File: config.mk
export PLATFORM = sky130hd
export DESIGN_NAME = cursor_clip_commit
export DESIGN_NICKNAME = d
export VERILOG_FILES = /design/src/rtl/cursor_clip_commit.sv
export SDC_FILE = /design/constraint.sdc
export NUM_CORES = 1
export LEC_CHECK = 0
export ABC_CLOCK_PERIOD_IN_PS = 6700
export BUFFER_PORTS_ARGS = -buffer_cell sky130_fd_sc_hd__buf_2
export CAP_MARGIN = 10
export CORE_ASPECT_RATIO = 1.4
export CORE_MARGIN = 4
export CORE_UTILIZATION = 50
export CTS_CLUSTER_SIZE = 14
export DETAILED_ROUTE_END_ITERATION = 10
export GPL_ROUTABILITY_DRIVEN = 0
export PLACE_DENSITY = 0.84
export SLEW_MARGIN = 5
export SYNTH_ARGS = -nofsm -noshare
export SYNTH_HDL_FRONTEND = slang
export SYNTH_SLANG_ARGS = --single-unit
File: constraint.sdc
create_clock -name clk -period 6.7 [get_ports clk]
set_clock_uncertainty 0.15 [all_clocks]
set_input_delay 0.67 -clock clk [delete_from_list [all_inputs] [get_ports clk]]
set_output_delay 0.67 -clock clk [all_outputs]
set_load 0.05 [all_outputs]
File: src/rtl/cursor_clip_commit.sv
module cursor_clip_commit #(
  parameter int POS_W   = 12,
  parameter int DIM_W   = 8,
  parameter int MAX_DIM = 64,
  parameter int NARROW  = 32,
  parameter int FIELD_W = 16
) (
  input  logic                    clk,
  input  logic                    rst_n,
  input  logic                    set_req,
  input  logic                    set_present,
  input  logic [DIM_W-1:0]        set_w,
  input  logic [DIM_W-1:0]        set_h,
  input  logic                    move_req,
  input  logic signed [POS_W-1:0] move_x,
  input  logic signed [POS_W-1:0] move_y,
  input  logic [POS_W-1:0]        active_w,
  input  logic [POS_W-1:0]        active_h,
  input  logic                    interlaced,
  input  logic                    frame_done,
  output logic                    size_err,
  output logic                    reload,
  output logic [POS_W-1:0]        src_x,
  output logic [POS_W-1:0]        src_y,
  output logic [DIM_W:0]          src_stride,
  output logic                    fd_irq_en,
  output logic                    hw_en,
  output logic [2*FIELD_W-1:0]    hw_pos,
  output logic [2*FIELD_W-1:0]    hw_size
);
  localparam int PW = 2 * FIELD_W;
  localparam logic [DIM_W-1:0] MAXD = DIM_W'(MAX_DIM);
  localparam logic [DIM_W-1:0] NARD = DIM_W'(NARROW);

  logic signed [POS_W-1:0] cx, cy;
  logic [DIM_W-1:0] cw, ch;
  logic present, eval_q, from_set;
  logic [PW-1:0] stg_pos, stg_size;

  function automatic logic [3*POS_W-1:0] clip_axis(input logic signed [POS_W-1:0] p,
                                                   input logic [DIM_W-1:0] d,
                                                   input logic [POS_W-1:0] a);
    int pi, di, ai, scr, off, vis;
    pi = int'(p);
    di = int'(d);
    ai = int'(a);
    if (pi < 0) begin
      scr = 0; off = -pi;
      vis = di - ((off < di) ? off : di);
    end else if (pi + di > ai) begin
      scr = pi; off = 0;
      vis = (ai > pi) ? ai - pi : 0;
    end else begin
      scr = pi; off = 0; vis = di;
    end
    return {POS_W'(scr), POS_W'(off), POS_W'(vis)};
  endfunction

  wire [3*POS_W-1:0] xc = clip_axis(cx, cw, active_w);
  wire [3*POS_W-1:0] yc = clip_axis(cy, ch, active_h);
  wire [POS_W-1:0] xs = xc[3*POS_W-1:2*POS_W];
  wire [POS_W-1:0] xo = xc[2*POS_W-1:POS_W];
  wire [POS_W-1:0] xv = xc[POS_W-1:0];
  wire [POS_W-1:0] ys = interlaced ? (yc[3*POS_W-1:2*POS_W] >> 1) : yc[3*POS_W-1:2*POS_W];
  wire [POS_W-1:0] yo = yc[2*POS_W-1:POS_W];
  wire [POS_W-1:0] yv = interlaced ? (yc[POS_W-1:0] >> 1) : yc[POS_W-1:0];

  wire [PW-1:0] new_pos  = {FIELD_W'(ys), FIELD_W'(xs)};
  wire [PW-1:0] new_size = {FIELD_W'(yv), FIELD_W'(xv)};
  wire visible = present && (xv != '0) && (yv != '0);
  wire resized = new_size != stg_size;

  wire too_big = set_present && (set_w != '0) && (set_h != '0) &&
                 ((set_w > MAXD) || (set_h > MAXD) || ((set_w > NARD) && (set_h > NARD)));
  wire set_ok = set_req && !too_big;

  always_ff @(posedge clk) begin
    if (!rst_n) begin
      cx <= '0; cy <= '0; cw <= '0; ch <= '0; present <= 1'b0;
      eval_q <= 1'b0; from_set <= 1'b0;
      stg_pos <= '0; stg_size <= '0;
      size_err <= 1'b0; reload <= 1'b0;
      src_x <= '0; src_y <= '0; src_stride <= '0;
      fd_irq_en <= 1'b0; hw_en <= 1'b0; hw_pos <= '0; hw_size <= '0;
    end else begin
      size_err <= set_req && too_big;
      reload   <= 1'b0;
      eval_q   <= set_ok || move_req;
      from_set <= set_ok;
      if (set_ok) begin
        present <= set_present; cw <= set_w; ch <= set_h;
      end
      if (move_req) begin
        cx <= move_x; cy <= move_y;
      end
      if (eval_q) begin
        if (!visible) begin
          hw_en <= 1'b0; fd_irq_en <= 1'b0;
        end else begin
          if (resized) hw_en <= 1'b0;
          reload     <= from_set || resized;
          stg_pos    <= new_pos;
          stg_size   <= new_size;
          fd_irq_en  <= 1'b1;
          src_x      <= xo;
          src_y      <= yo;
          src_stride <= interlaced ? {cw, 1'b0} : {1'b0, cw};
        end
      end else if (frame_done && fd_irq_en) begin
        hw_pos <= stg_pos; hw_size <= stg_size; hw_en <= 1'b1; fd_irq_en <= 1'b0;
      end
    end
  end


  commit_edge_chk: assert property (@(posedge clk) disable iff (!rst_n)
    $rose(hw_en) |-> ($past(frame_done) && $past(fd_irq_en)));

  pos_only_fd_chk: assert property (@(posedge clk) disable iff (!rst_n)
    !$stable(hw_pos) |-> $past(frame_done));

  hidden_off_chk: assert property (@(posedge clk) disable iff (!rst_n)
    (eval_q && !visible) |=> (!hw_en && !fd_irq_en));

  resize_off_chk: assert property (@(posedge clk) disable iff (!rst_n)
    (eval_q && visible && resized) |=> (!hw_en && reload));

  legal_size_chk: assert property (@(posedge clk) disable iff (!rst_n)
    hw_en |-> (hw_size[FIELD_W-1:0] <= FIELD_W'(MAX_DIM) && hw_size[PW-1:FIELD_W] <= FIELD_W'(MAX_DIM)));

  reject_hold_chk: assert property (@(posedge clk) disable iff (!rst_n)
    size_err |-> ($stable(cw) && $stable(ch) && $stable(present) && $past(set_req)));
endmodule

### Yosys cells after proc, flatten, opt, wreduce, memory -nomap -nowiden

Cells that the tools add are included.

| cells by class | value |
|---|---|
| mux-type cells | 22 |
| $lt $le $gt $ge | 12 |
| reductions and logical operators | 23 |
| equal/unequal tests | 2 |
| bitwise gates (word level) | 1 |
| $add $sub $neg | 8 |

Operators with widths:

| operator | number |
|---|---|
| 12-bit 2-to-1 mux | 14 |
| 32-bit by 9-bit less-than comparator with 1-bit output | 2 |
| 12-bit negator with 32-bit output | 2 |
| 12-bit by 9-bit adder with 13-bit output | 2 |
| 13-bit by 12-bit greater-than comparator with 1-bit output | 2 |
| 13-bit greater-than comparator | 2 |
| 12-bit by 1-bit less-than comparator with 1-bit output (second input constant) | 2 |
| 24-bit != test | 1 |
| 12-bit nonzero test | 2 |
| 12-bit subtractor | 2 |
| 9-bit by 12-bit subtractor with 12-bit output | 2 |
| 8-bit by 6-bit greater-than comparator with 1-bit output (second input constant) | 2 |
| 8-bit by 7-bit greater-than comparator with 1-bit output (second input constant) | 2 |
| 8-bit nonzero test | 2 |
| 1-bit logical AND | 9 |
| 9-bit 2-to-1 mux | 1 |
| 1-bit 2-to-1 mux | 7 |
| 2-bit AND reduction | 3 |
| 1-bit logical OR | 4 |
| 3-bit by 2-bit != test with 1-bit output (second input constant) | 1 |
| 3-bit AND reduction | 1 |
| 2-bit nonzero test | 1 |
| 1-bit zero test | 1 |
| 1-bit inverter | 1 |

| storage, ports and cells | value |
|---|---|
| register bits | 176 |
| logic and storage cells | 86 |

### Longest topological paths before layout

Gate-level depths: netlist of the first run.

| logic depth | value |
|---|---|
| depth after elaboration | 10 |
| depth in mapped cells | 31 |

### Worst setup path after synthesis of the first run

Ideal clock, no wire load.

| timing path | value |
|---|---|
| path kind | register -> register |
| start | reg cy[5] |
| end | reg stg_size[7] |
| data required time | 6435 ps |
| data arrival time | 6499 ps |
| period minus slack after synthesis | 6764 ps |
| slack | -64 ps |
| cell stages (with the launch flop) | 32 |
| path through | dfxtp_1 -> clkbuf_1 -> or4_1 -> nor3_1 -> nand2_1 -> inv_1 -> nand2_1 -> ha_1 -> clkbuf_1 -> nor4_1 -> nand4_1 -> a2111oi_0 -> o211ai_1 -> nor2_1 -> nor2_1 -> nand2_1 -> o21ai_0 -> ha_1 -> fa_1 -> nand2b_1 -> a21oi_1 -> o21ai_0 -> xnor2_1 -> a22oi_4 -> nor2_1 -> or4_1 -> or4_1 -> o21a_1 -> buf_6 -> buf_6 -> mux2i_1 -> and2_1 |

| between the ends | value |
|---|---|
| word-level cells in the longest chain between the ends | 9 |
| elaborated cells between the ends (all ways) | 16 |
| those cells by class | add/sub: 4; order compare: 4; mux: 5; reduce/logical: 3 |

Ends and longest elaborated chain:

| item | line | source |
|---|---|---|
| start, declared | 35 | `logic signed [POS_W-1:0] cx, cy;` |
| start signal, assigned | 94 | `cx <= move_x; cy <= move_y;` |
| 12-bit negator with 32-bit output | 48 | `scr = 0; off = -pi;` |
| 32-bit by 9-bit less-than comparator with 1-bit output | 49 | `vis = di - ((off < di) ? off : di);` |
| 12-bit 2-to-1 mux | 49 |  |
| 9-bit by 12-bit subtractor with 12-bit output | 49 |  |
| 12-bit 2-to-1 mux (*) | 47 | `if (pi < 0) begin` |
| 12-bit 2-to-1 mux (*) | 66 | `wire [POS_W-1:0] yv = interlaced ? (yc[POS_W-1:0] >> 1) : yc[POS_W-1:0];` |
| 12-bit nonzero test (*) | 70 | `wire visible = present && (xv != '0) && (yv != '0);` |
| 1-bit logical AND (*) | 70 |  |
| 2-bit AND reduction (no line) (*) | -- |  |
| end signal, assigned | 103 | `stg_size <= new_size;` |
| end, declared | 38 | `logic [PW-1:0] stg_pos, stg_size;` |

Every way passes the cells marked *; elsewhere a longest branch is shown, timed or not.
A chain may end at the register's enable or synchronous reset.

### Worst setup path in the final report of the first run

| timing path | value |
|---|---|
| start | reg cy[0] |
| end | reg stg_pos[10] |

| between the ends | value |
|---|---|
| word-level cells in the longest chain between the ends | 9 |
| elaborated cells between the ends (all ways) | 16 |
| those cells by class | add/sub: 4; order compare: 4; mux: 5; reduce/logical: 3 |

Ends and longest elaborated chain:

| item | line | source |
|---|---|---|
| 12-bit negator with 32-bit output | 48 |  |
| 32-bit by 9-bit less-than comparator with 1-bit output | 49 |  |
| 12-bit 2-to-1 mux | 49 |  |
| 9-bit by 12-bit subtractor with 12-bit output | 49 |  |
| 12-bit 2-to-1 mux (*) | 47 |  |
| 12-bit 2-to-1 mux (*) | 66 |  |
| 12-bit nonzero test (*) | 70 |  |
| 1-bit logical AND (*) | 70 |  |
| 2-bit AND reduction (no line) (*) | -- |  |
| end signal, assigned | 102 | `stg_pos <= new_pos;` |
| end, declared | 38 |  |

Marks and branches as above.

==> results of run 1 <==
## cells in the mapped netlist, drive strengths merged, types with 23 or more instances
cell	number
inv	87
nor2	169
buf	42
clkbuf	51
mux2i	117
nor3	35
a211oi	23
nand2	165
dfxtp	172
xor2	25
xnor2	63
a21oi	131
nand2b	38
nand3	41
o21ai	35
ha	112
## worst max-delay path, delay by kind of cell (launching register included)
kind,cells,cell delay (ps)
mux,2,530
simple gates,12,2820
fa+ha+maj,2,440
buf+inv,3,390
flops,1,380
compound gates,7,1820
## per-layer routing
layer | up-vias | part of all wire, % | track usage, % | routed length (microns)
met5 | - | 0 | 0 | 0
met4 | 0 | 7.9 | 18.67 | 3111
met3 | 227 | 7.2 | 4.767 | 2813
met2 | 638 | 49 | 47.82 | 19340
met1 | 5742 | 36 | 29.01 | 14040
li1 | 5727 | - | - | -
## how the worst max path moves through the flow
stage / end / slack (ps) / depth (start not counted)
after floorplan: stg_size[7] / 5 / 31
after detailed placement: reload / -140 / 28
after CTS: reload / 10 / 28
after global routing: stg_pos[10] / -220 / 26
after global placement: reload / 130 / 28
final: stg_pos[10] / -3 / 26
## power by group through the flow
stage | Combinational (uW) | Clock [uW] | Sequential [uW]
after floorplan | 643 | 0 | 1100
after global placement | 905 | 0 | 1090
after detailed placement | 933 | 0 | 1090
after CTS | 949 | 1110 | 1070
after global routing | 1090 | 1160 | 1070
final | 1010 | 1100 | 1070
## registers in the layout, summed over array words and instances, names as in the netlist, 9 cells and up
name        flops
src_stride      9
cx             12
src_x          12
hw_size        24
src_y          12
stg_size       24
stg_pos        22
cy             12
hw_pos         22
## layout make-up
class / instances / area share (%)
well taps: 310 / 2.661
clock buffers: 17 / 2.918
repair buffers: 241 / 9.957
multi-input cells: 1196 / 56.90
clock inverters: 15 / 1.562
flip-flops and latches: 172 / 23.64
inverters: 91 / 2.361
## cell usage in the layout (no fill, tap or decap), drive strengths merged, types with 5 or more instances in the layout
cell and count:
a2111oi 6, a211oi 23, a21o 16, a21oi 131
a22oi 8, a2bb2oi 6, a31oi 12, and2 5
and3 5, buf 241, clkbuf 17, clkinv 7
conb 18, dfxtp 172, fa 6, ha 112
inv 94, mux2i 117, nand2 165, nand2b 38
nand3 41, nand4 13, nor2 169, nor2b 12
nor3 35, nor4 15, o2111ai 8, o211ai 7
o21a 12, o21ai 35, o21bai 7, o22ai 6
or2 7, or4 10, xnor2 63, xor2 25
## per-stage QoR
step                hold slack, ps  power [uW]  instances  setup slack, ps  utilization, %
global placement             290.2        1996       2005            126.1           56.98
CTS                          303.5        3127       2037            13.44           59.86
global route                 314.2        3319       2042           -218.5           60.59
floorplan                    281.3        1742       1551            5.342               -
finish                       300.9        3185       2042           -2.907           60.59
detailed placement           293.7        2025       2005           -144.3           56.98
## cells by family (layout without fill, tap and decap cells)
family	Yosys count	after routing	share of synthesized area (%)
compound gates	313	314	16.31
fa+ha+maj	119	119	12.46
mux	120	120	9.801
buf+inv	184	364	6.687
flops	172	172	28.01
simple gates	537	537	20.44
other cells	1	18	0.03051
xor+xnor	88	88	6.270
## what timing repair did
item	4_1_cts	5_1_grt
gates cloned	0	1
setup buffers	0	4
hold endpoints to repair	0	0
pin swaps	2	9
gates resized for setup	12	36
endpoints found under the setup margin	76	82
==> impl_metrics.csv, run 1 <==
group,metric,value,unit
power,power_switching_share,34.06,%
critical_path,crit_path_end_kind,"flip-flop",
power,p_leak,0.006395,uW
hold_path,hold_path.class,"reg -> reg",
logic_synthesis,async_reset_ff_share,0,%
run_status,violations,"negative setup slack",
route,via_count,12330,
global_route,grt.overflow.total,0,
global_route,grt_pass1_vias,11940,
timing,tns,-2.907,ps
power,ir_drop,0.1956,mV
clock_network,cts_tree,"done",
critical_path,critical-path-max-stage-delay,520,ps
logic_synthesis,synth_area,12290,sq um
hold_path,holdPathEnd,"hw_size[8]",
clock_network,cts.sinks,172,
logic_synthesis,yosysWarningCount,0,
critical_path,crit_start,"cy[0]",
floorplan,initial_core_util,51.09,%
clock_network,root_buffer,"clkbuf_16",
run_status,status,"finished, violations left",
finish,design_area,14580,sq um
route,via_per_inst,6.040,
critical_path,r2r_start,"cy[0]",
timing,max-slew-margin-rel,21.22,%
finish,syn2layout_area_growth,18.58,%
logic_synthesis,yosys-top-cells-area,"dfxtp_1, ha_1, mux2i_1, a21oi_1, nor2_1",
critical_path,crit_required,6840,ps
finish,drive_gt1_share,19.11,%
global_route,antenna_found_initial,1,
logic_synthesis,synth_cell_type_count,73,
job,maxCapViolations,0,
power,p_comb_share,31.7,%
finish,final_nets,1908,
finish,ff_latch_area,3446,sq um
timing,hold_viol_final,0,
critical_path,worstPathMaxFanout,41,
global_route,grt_usage,27.12,%
place,placed_cell_area,13710,sq um
clock_network,clockBufferDepth,2,
timing,post-route-min-period,6703,ps
critical_path,start_kind,"flip-flop",
power,seqPwrFrac,33.6,%
clock_network,cts_buffers,17,
critical_path,cp_slowest_cell,"or4_4",
clock_network,ctsHtreeMaxLevel,4,
place,hpwl,29340,microns
hold_path,min_from,"hw_size[8]",
power,clkPwrFrac,34.7,%
timing,worst_pin_slew,1179,ps
route,wl,39300,microns
logic_synthesis,synth_area_per_cell,8.014,sq um
critical_path,critPathKind,"reg -> reg",
critical_path,r2r-end,"stg_pos[10]",
route,drc,0,
logic_synthesis,netlist_instances,1534,
floorplan,die_area,27190,sq um
critical_path,rr_worst_depth,26,
critical_path,reg2reg_slack,-3,ps
finish,n_antenna_cell,0,
timing,slew_violations,0,
logic_synthesis,synth_edf_count,0,
logic_synthesis,synth.ff_latch_count,172,
global_route,grt_max_degree,94,
power,powerDensity,218.5,nW/um^2
logic_synthesis,synth_top_area_share,28.01,%
timing,fin_ws,-2.907,ps
floorplan,die_h,193.5,microns
timing,setup_viol,1,
timing,fin_crit_sh,100.0,%
logic_synthesis,ys_seq_area_share,28.01,%
clock_network,insertion_delay,450,ps
logic_synthesis,yosysTopAreaCell,"dfxtp_1",
power,switchingPower,1085,uW
place,io_buffer_count,153,
route,drt_iter0_markers,1274,
route,wl_per_cell,19.25,microns
global_route,grt_pass1_wl,60090,microns
finish,multi_input_area,8294,sq um
critical_path,worstPathArrival,6840,ps
finish,fillers,1987,
clock_network,clkTransAtPathRegs,70,ps
power,power.internal,2100,uW
floorplan,placementRows,67,
floorplan,core,24060,sq um
clock_network,cts_hold_buf,0,
floorplan,io_pins,172,
timing,max_freq,149.2,MHz
route,ant_nets,0,
logic_synthesis,synthFlopType,"dfxtp_1",
hold_path,hold_depth,2,
floorplan,die_w,140.5,microns
route,drtPass1Iterations,6,
(Power assumes the default switching activity.)
==> inputs of run 2 (changes only) <==
--- a/config.mk
+++ b/config.mk
@@ -9,7 +9,6 @@
 export BUFFER_PORTS_ARGS = -buffer_cell sky130_fd_sc_hd__buf_2
 export CAP_MARGIN = 10
 export CORE_ASPECT_RATIO = 1.4
-export CORE_MARGIN = 4
 export CORE_UTILIZATION = 50
 export CTS_CLUSTER_SIZE = 14
 export DETAILED_ROUTE_END_ITERATION = 10
==> run 2 against run 1 <==
The flow now finishes without violations. First-iteration DRC count shrank 15%. Sequential power is essentially flat. Sequential share of layout area increased by 0.16 points. Clock power fell by 9%. Total power shrank 3.5%. Critical path depth unchanged. Worst hold slack worse by 4.6 ps. Sequential cell count unchanged. Clock-buffer cell count is 1 higher. Via count fell by 0.63%. Critical endpoint is now reload. Largest cell class unchanged. Highest routed layer unchanged.
==> impl_metrics.csv, run 2 (synthesized netlist as in run 1, its figures left out) <==
group,metric,value,unit
clock_network,cts.sinks,172,
route,via_count,12260,
finish,mostFrequentLayoutCells,"dfxtp_1, nor2_1, nand2_1",
route,drt_iter0_markers,1078,
job,maxCapViolations,0,
floorplan,die_area,25230,sq um
floorplan,placementRows,67,
clock_network,cts_tree,"done",
global_route,grt_usage,29.70,%
power,ir_drop,0.1937,mV
run_status,status,"finished clean",
finish,finish.utilization,60.12,%
critical_path,start_kind,"flip-flop",
finish,drive_gt1_share,18.60,%
power,clkPwrFrac,32.4,%
finish,fin_cells,2025,
clock_network,clockBufferDepth,2,
clock_network,clkTransAtPathRegs,80,ps
power,p_leak,0.006285,uW
timing,fin_crit_sh,97.76,%
global_route,grt_pass1_vias,11960,
hold_path,hold_path.class,"in -> reg",
floorplan,core,24060,sq um
place,hpwl,28390,microns
place,dp_cells,1991,
finish,n_antenna_cell,0,
global_route,grt_pass1_wl,59070,microns
critical_path,crit_path_end_kind,"flip-flop",
critical_path,cp.buffers_inverters,2,
timing,post-route-min-period,6550,ps
finish,top_regs,"hw_size (24), stg_size (24)",
global_route,antenna_found_initial,1,
critical_path,worstPathMaxFanout,7,
route,wl,37770,microns
critical_path,worstPathArrival,6740,ps
timing,slew_violations,0,
floorplan,die_w,134.5,microns
global_route,grt.overflow.total,0,
route,via_per_inst,6.052,
power,powerDensity,212.5,nW/um^2
timing,hold_ws,296.3,ps
finish,layout_commonest_cell,"dfxtp_1",
floorplan,die_h,187.5,microns
finish,ff_latch_area,3443,sq um
route,ant_nets,0,
critical_path,cp_top_family,"simple AND/OR/NAND/NOR gates",
route,drc,0,
clock_network,root_buffer,"clkbuf_16",
power,seqPwrFrac,34.9,%
power,total_power,3074,uW
floorplan,initial_core_util,51.09,%
route,wl_per_cell,18.65,microns
clock_network,ctsHtreeMaxLevel,4,
finish,final_nets,1891,
global_route,grt_max_degree,89,
place,io_buffer_count,153,
finish,design_area,14470,sq um
finish,multi_input_area,8342,sq um
timing,max_freq,152.7,MHz
critical_path,critical-path-max-stage-delay,710,ps
critical_path,crit_required,6890,ps
clock_network,insertion_delay,450,ps
floorplan,io_pins,172,
timing,max-slew-margin-rel,24.52,%
timing,setup_viol,0,
power,p_comb_share,32.6,%
finish,syn2layout_area_growth,17.67,%
power,switchingPower,1092,uW
timing,hold_viol_final,0,
clock_network,cts_buffers,17,
power,power.internal,1982,uW
timing,worst_pin_slew,1130,ps
finish,fillers,2005,
critical_path,cp_slowest_cell,"or4b_2",
route,drtPass1Iterations,5,
critical_path,critPathKind,"reg -> reg",
power,power_switching_share,35.53,%
place,placed_cell_area,13630,sq um
[run 2: per-stage QoR]
| stage | setup slack [ps] | TNS [ps] |
|---|---|---|
| final | 149.8 | 0 |
| after global routing | -286.8 | -1601 |
| after CTS | 33.07 | 0 |
| after detailed placement | 24.77 | 0 |
| after global placement | 160.8 | 0 |
| after floorplan | 5.342 | 0 |
[run 2: worst paths after layout]
| path | startpoint | end | slack, ps | cells past startpoint |
|---|---|---|---|---|
| worst min register to register | hw_pos[10] | hw_pos[10] | 300 | 2 |
| worst max-delay path | cy[2] | reload | 150 | 26 |
| worst min-delay path | move_y[11] | cy[11] | 300 | 3 |
| worst max register to register | cy[2] | reload | 150 | 26 |
[run 2: area by class of cell]
class	instances	share of cell area (%)
inverters	91	2.379
clock inverters	14	1.073
clock buffers	18	2.967
well taps	310	2.681
multi-input cells	1195	57.67
repair buffers	225	9.428
flip-flops and latches	172	23.80
[run 2: what timing repair did]
action                                  4_1_cts  5_1_grt
pin swaps                                     0       11
endpoints found under the hold margin         0        0
resized for setup                             5       54
endpoints found under the setup margin        8       82
setup buffers                                 0        2
hold buffers                                  0        0
[run 2: power groups by stage]
stage / Sequential (uW) / Clock, uW / Combinational [uW]
5_1_grt: 1080 / 1050 / 1080
4_1_cts: 1070 / 1000 / 926
2_1_floorplan: 1100 / 0 / 643
6_report: 1070 / 998 / 1000
3_5_place_dp: 1090 / 0 / 914
3_3_place_gp: 1090 / 0 / 884
[run 2: tightest hold or removal path, cell delays in order]
cell and delay (ps):
buf_2 70, mux2i_1 50, nor2_1 70
[run 2: layer usage]
layer	wire length, microns	track usage, %	vias up
li1	-	-	5690
met4	3046	22.47	0
met3	2594	5.515	239
met2	18590	52.37	625
met1	13540	30.95	5702
met5	0	0	-
==> inputs of run 3 (changes only) <==
--- a/config.mk
+++ b/config.mk
@@ -5,6 +5,7 @@
 export SDC_FILE = /design/constraint.sdc
 export NUM_CORES = 1
 export LEC_CHECK = 0
+export ABC_AREA = 1
 export ABC_CLOCK_PERIOD_IN_PS = 6700
 export BUFFER_PORTS_ARGS = -buffer_cell sky130_fd_sc_hd__buf_2
 export CAP_MARGIN = 10
==> run 3 against run 2 <==
Clock power fell by 5.8%. Cell count grew 14%. Cell area shrank 3.3%. Die area up 2.5%. Synthesized cell count increased by 22%.
==> impl_metrics.csv, run 3 <==
group,metric,value,unit
run_status,status,"finished clean",
global_route,grt_util_met1,31.44,%
logic_synthesis,yosysWarningCount,0,
finish,drive_gt1_share,14.09,%
timing,max_freq,160.0,MHz
logic_synthesis,synth_area_per_cell,6.761,sq um
global_route,grt_pass1_vias,12620,
critical_path,critical-path-max-stage-delay,370,ps
route,drtPass1Iterations,8,
critical_path,cp_common_cell,"nand2_1",
logic_synthesis,synthFlopType,"dfxtp_1",
route,via_count,13180,
power,powerDensity,215.7,nW/um^2
finish,syn2layout_area_growth,10.88,%
finish,layout_commonest_cell,"nand2_1",
critical_path,critPathKind,"reg -> reg",
global_route,globalRouteMet2Util,54.90,%
global_route,grt.overflow.total,0,
timing,worst_pin_slew,1181,ps
global_route,grt_max_degree,101,
floorplan,io_pins,172,
clock_network,cts.sinks,172,
clock_network,insertion_delay,450,ps
finish,n_antenna_cell,0,
critical_path,worstPathMaxFanout,36,
finish,fillers,2363,
floorplan,die_area,25870,sq um
clock_network,clockBufferDepth,2,
logic_synthesis,netlist_instances,1865,
critical_path,worstPathArrival,6450,ps
logic_synthesis,async_reset_ff_share,0,%
timing,slew_violations,0,
critical_path,start_kind,"flip-flop",
global_route,grt_pass1_wl,61910,microns
global_route,met3_usage,5.969,%
floorplan,die_h,189.9,microns
timing,rsz0062_at_grt,"false",
place,io_buffer_count,153,
route,wl,39550,microns
route,drt_iter0_markers,1089,
power,p_leak,0.007063,uW
logic_synthesis,synth_top_area_share,27.31,%
logic_synthesis,synth.most_common_cell,"nand2_1",
place,placed_cell_area,13410,sq um
timing,max-slew-margin-rel,21.18,%
finish,design_area,13980,sq um
hold_path,hold_path.class,"reg -> reg",
logic_synthesis,synth_cell_type_count,48,
global_route,antenna_found_initial,0,
logic_synthesis,yosys-top-cells-area,"dfxtp_1, nand2_1, ha_1, nand3_1, o21ai_0",
floorplan,initial_core_util,51.11,%
finish,mostFrequentLayoutCells,"nand2_1, inv_1, nor2_1",
route,via_per_inst,5.725,
clock_network,cts_buffers,17,
critical_path,cp_slowest_cell,"nor2_8",
logic_synthesis,yosysTopAreaCell,"dfxtp_1",
timing,tns,0,ps
job,maxCapViolations,0,
power,ir_drop,0.1941,mV
timing,post-route-min-period,6248,ps
clock_network,ctsHtreeMaxLevel,4,
route,drc,0,
finish,final_nets,2163,
clock_network,clkTransAtPathRegs,70,ps
clock_network,root_buffer,"clkbuf_16",
floorplan,die_w,136.2,microns
finish,top_regs,"hw_size (24), stg_size (24)",
route,ant_nets,0,
global_route,grt_usage,30.88,%
floorplan,placementRows,68,
clock_network,cts_tree,"done",
critical_path,crit_required,6900,ps
timing,setup_viol,0,
floorplan,core,24670,sq um
logic_synthesis,ys_seq_area_share,27.31,%
place,hpwl,29820,microns
critical_path,crit_path_end_kind,"flip-flop",
logic_synthesis,ys_top_cells_by_count,"nand2_1, inv_1, nor2_1, dfxtp_1, nand3_1",
timing,hold_viol_final,0,
timing,fin_crit_sh,93.26,%
global_route,top_usage_layer,"met2",
route,wl_per_cell,17.18,microns
logic_synthesis,synth.ff_latch_count,172,
logic_synthesis,synth_area,12610,sq um
logic_synthesis,synth_edf_count,0,
## run 3: changes by cell type after synthesis, sizes merged, moves of 18 or more
cell / change
o31ai: +21
a21oi: +21
nand2b: -38
nor2: +24
nand2: +240
nand3: +131
inv: +116
o21ai: +160
mux2i: -117
xnor2: -45
nor3: -21
a211oi: -18
## run 3: kinds of logic (layout without fill, tap and decap cells)
kind of cell	Yosys count	after routing	share of synthesized area [%]
simple gates	820	821	28.41
buf+inv	298	402	10.41
xor+xnor	54	54	3.751
other cells	1	18	0.02974
fa+ha+maj	118	118	12.07
compound gates	402	402	18.03
flops	172	172	27.31
## run 3: cell type report
class                           instances  area, sq um  share of cell area, %
Multi-Input combinational cell       1413         7945                  56.83
Clock inverter                         12        91.34                 0.6533
Inverter                              206        787.0                  5.629
Tap cell                              315        394.1                  2.819
Clock buffer                           20        456.7                  3.267
Timing Repair Buffer                  164        863.3                  6.175
Sequential cell                       172         3443                  24.63
## run 3: where the power goes
part	switching [uW]	internal, uW
combinational	655	320
sequential	45.2	1060
clock	445	495
## run 3: path summary, 6_finish.rpt
| kind | startpoint | endpoint | slack [ps] | depth (start not counted) |
|---|---|---|---|---|
| hold / removal | from_set | reload | 300 | 2 |
| hold reg to reg | from_set | reload | 300 | 2 |
| setup reg to reg | cy[1] | hw_en | 450 | 39 |
| setup / recovery | cy[1] | hw_en | 450 | 39 |
## run 3: through the flow
stage	hold slack (ps)	util (%)	worst slack [ps]	cells	power, uW
final	296.0	56.66	451.5	2302	3016
after global routing	330.5	56.66	33.92	2302	3181
after CTS	298.6	56.56	266.2	2301	2995
after detailed placement	276.5	54.34	288.9	2269	2068
after global placement	277.4	54.34	507.0	2269	2044
after floorplan	260.4	-	1333	1882	1840
## run 3: critical path: cells and delay by family (launching register included)
family,cells,cell delay [ps]
xor+xnor,1,300
buf+inv,5,660
flops,1,360
compound gates,4,620
simple gates,25,2880
fa+ha+maj,4,1130
## run 3: per-layer routing
metal	share of wire (%)	vias to the layer above	routed length (microns)
met5	0	-	0
met4	7.9	0	3119
met3	6.8	207	2691
met2	50	595	19780
met1	35	6028	13960
li1	-	6350	-
## run 3: timing repair
action                     4_1_cts  5_1_grt
setup buffers                    0        0
gates resized for setup          0        5
hold endpoints to repair         0        0
setup endpoints to repair        0       58
hold buffers                     0        0
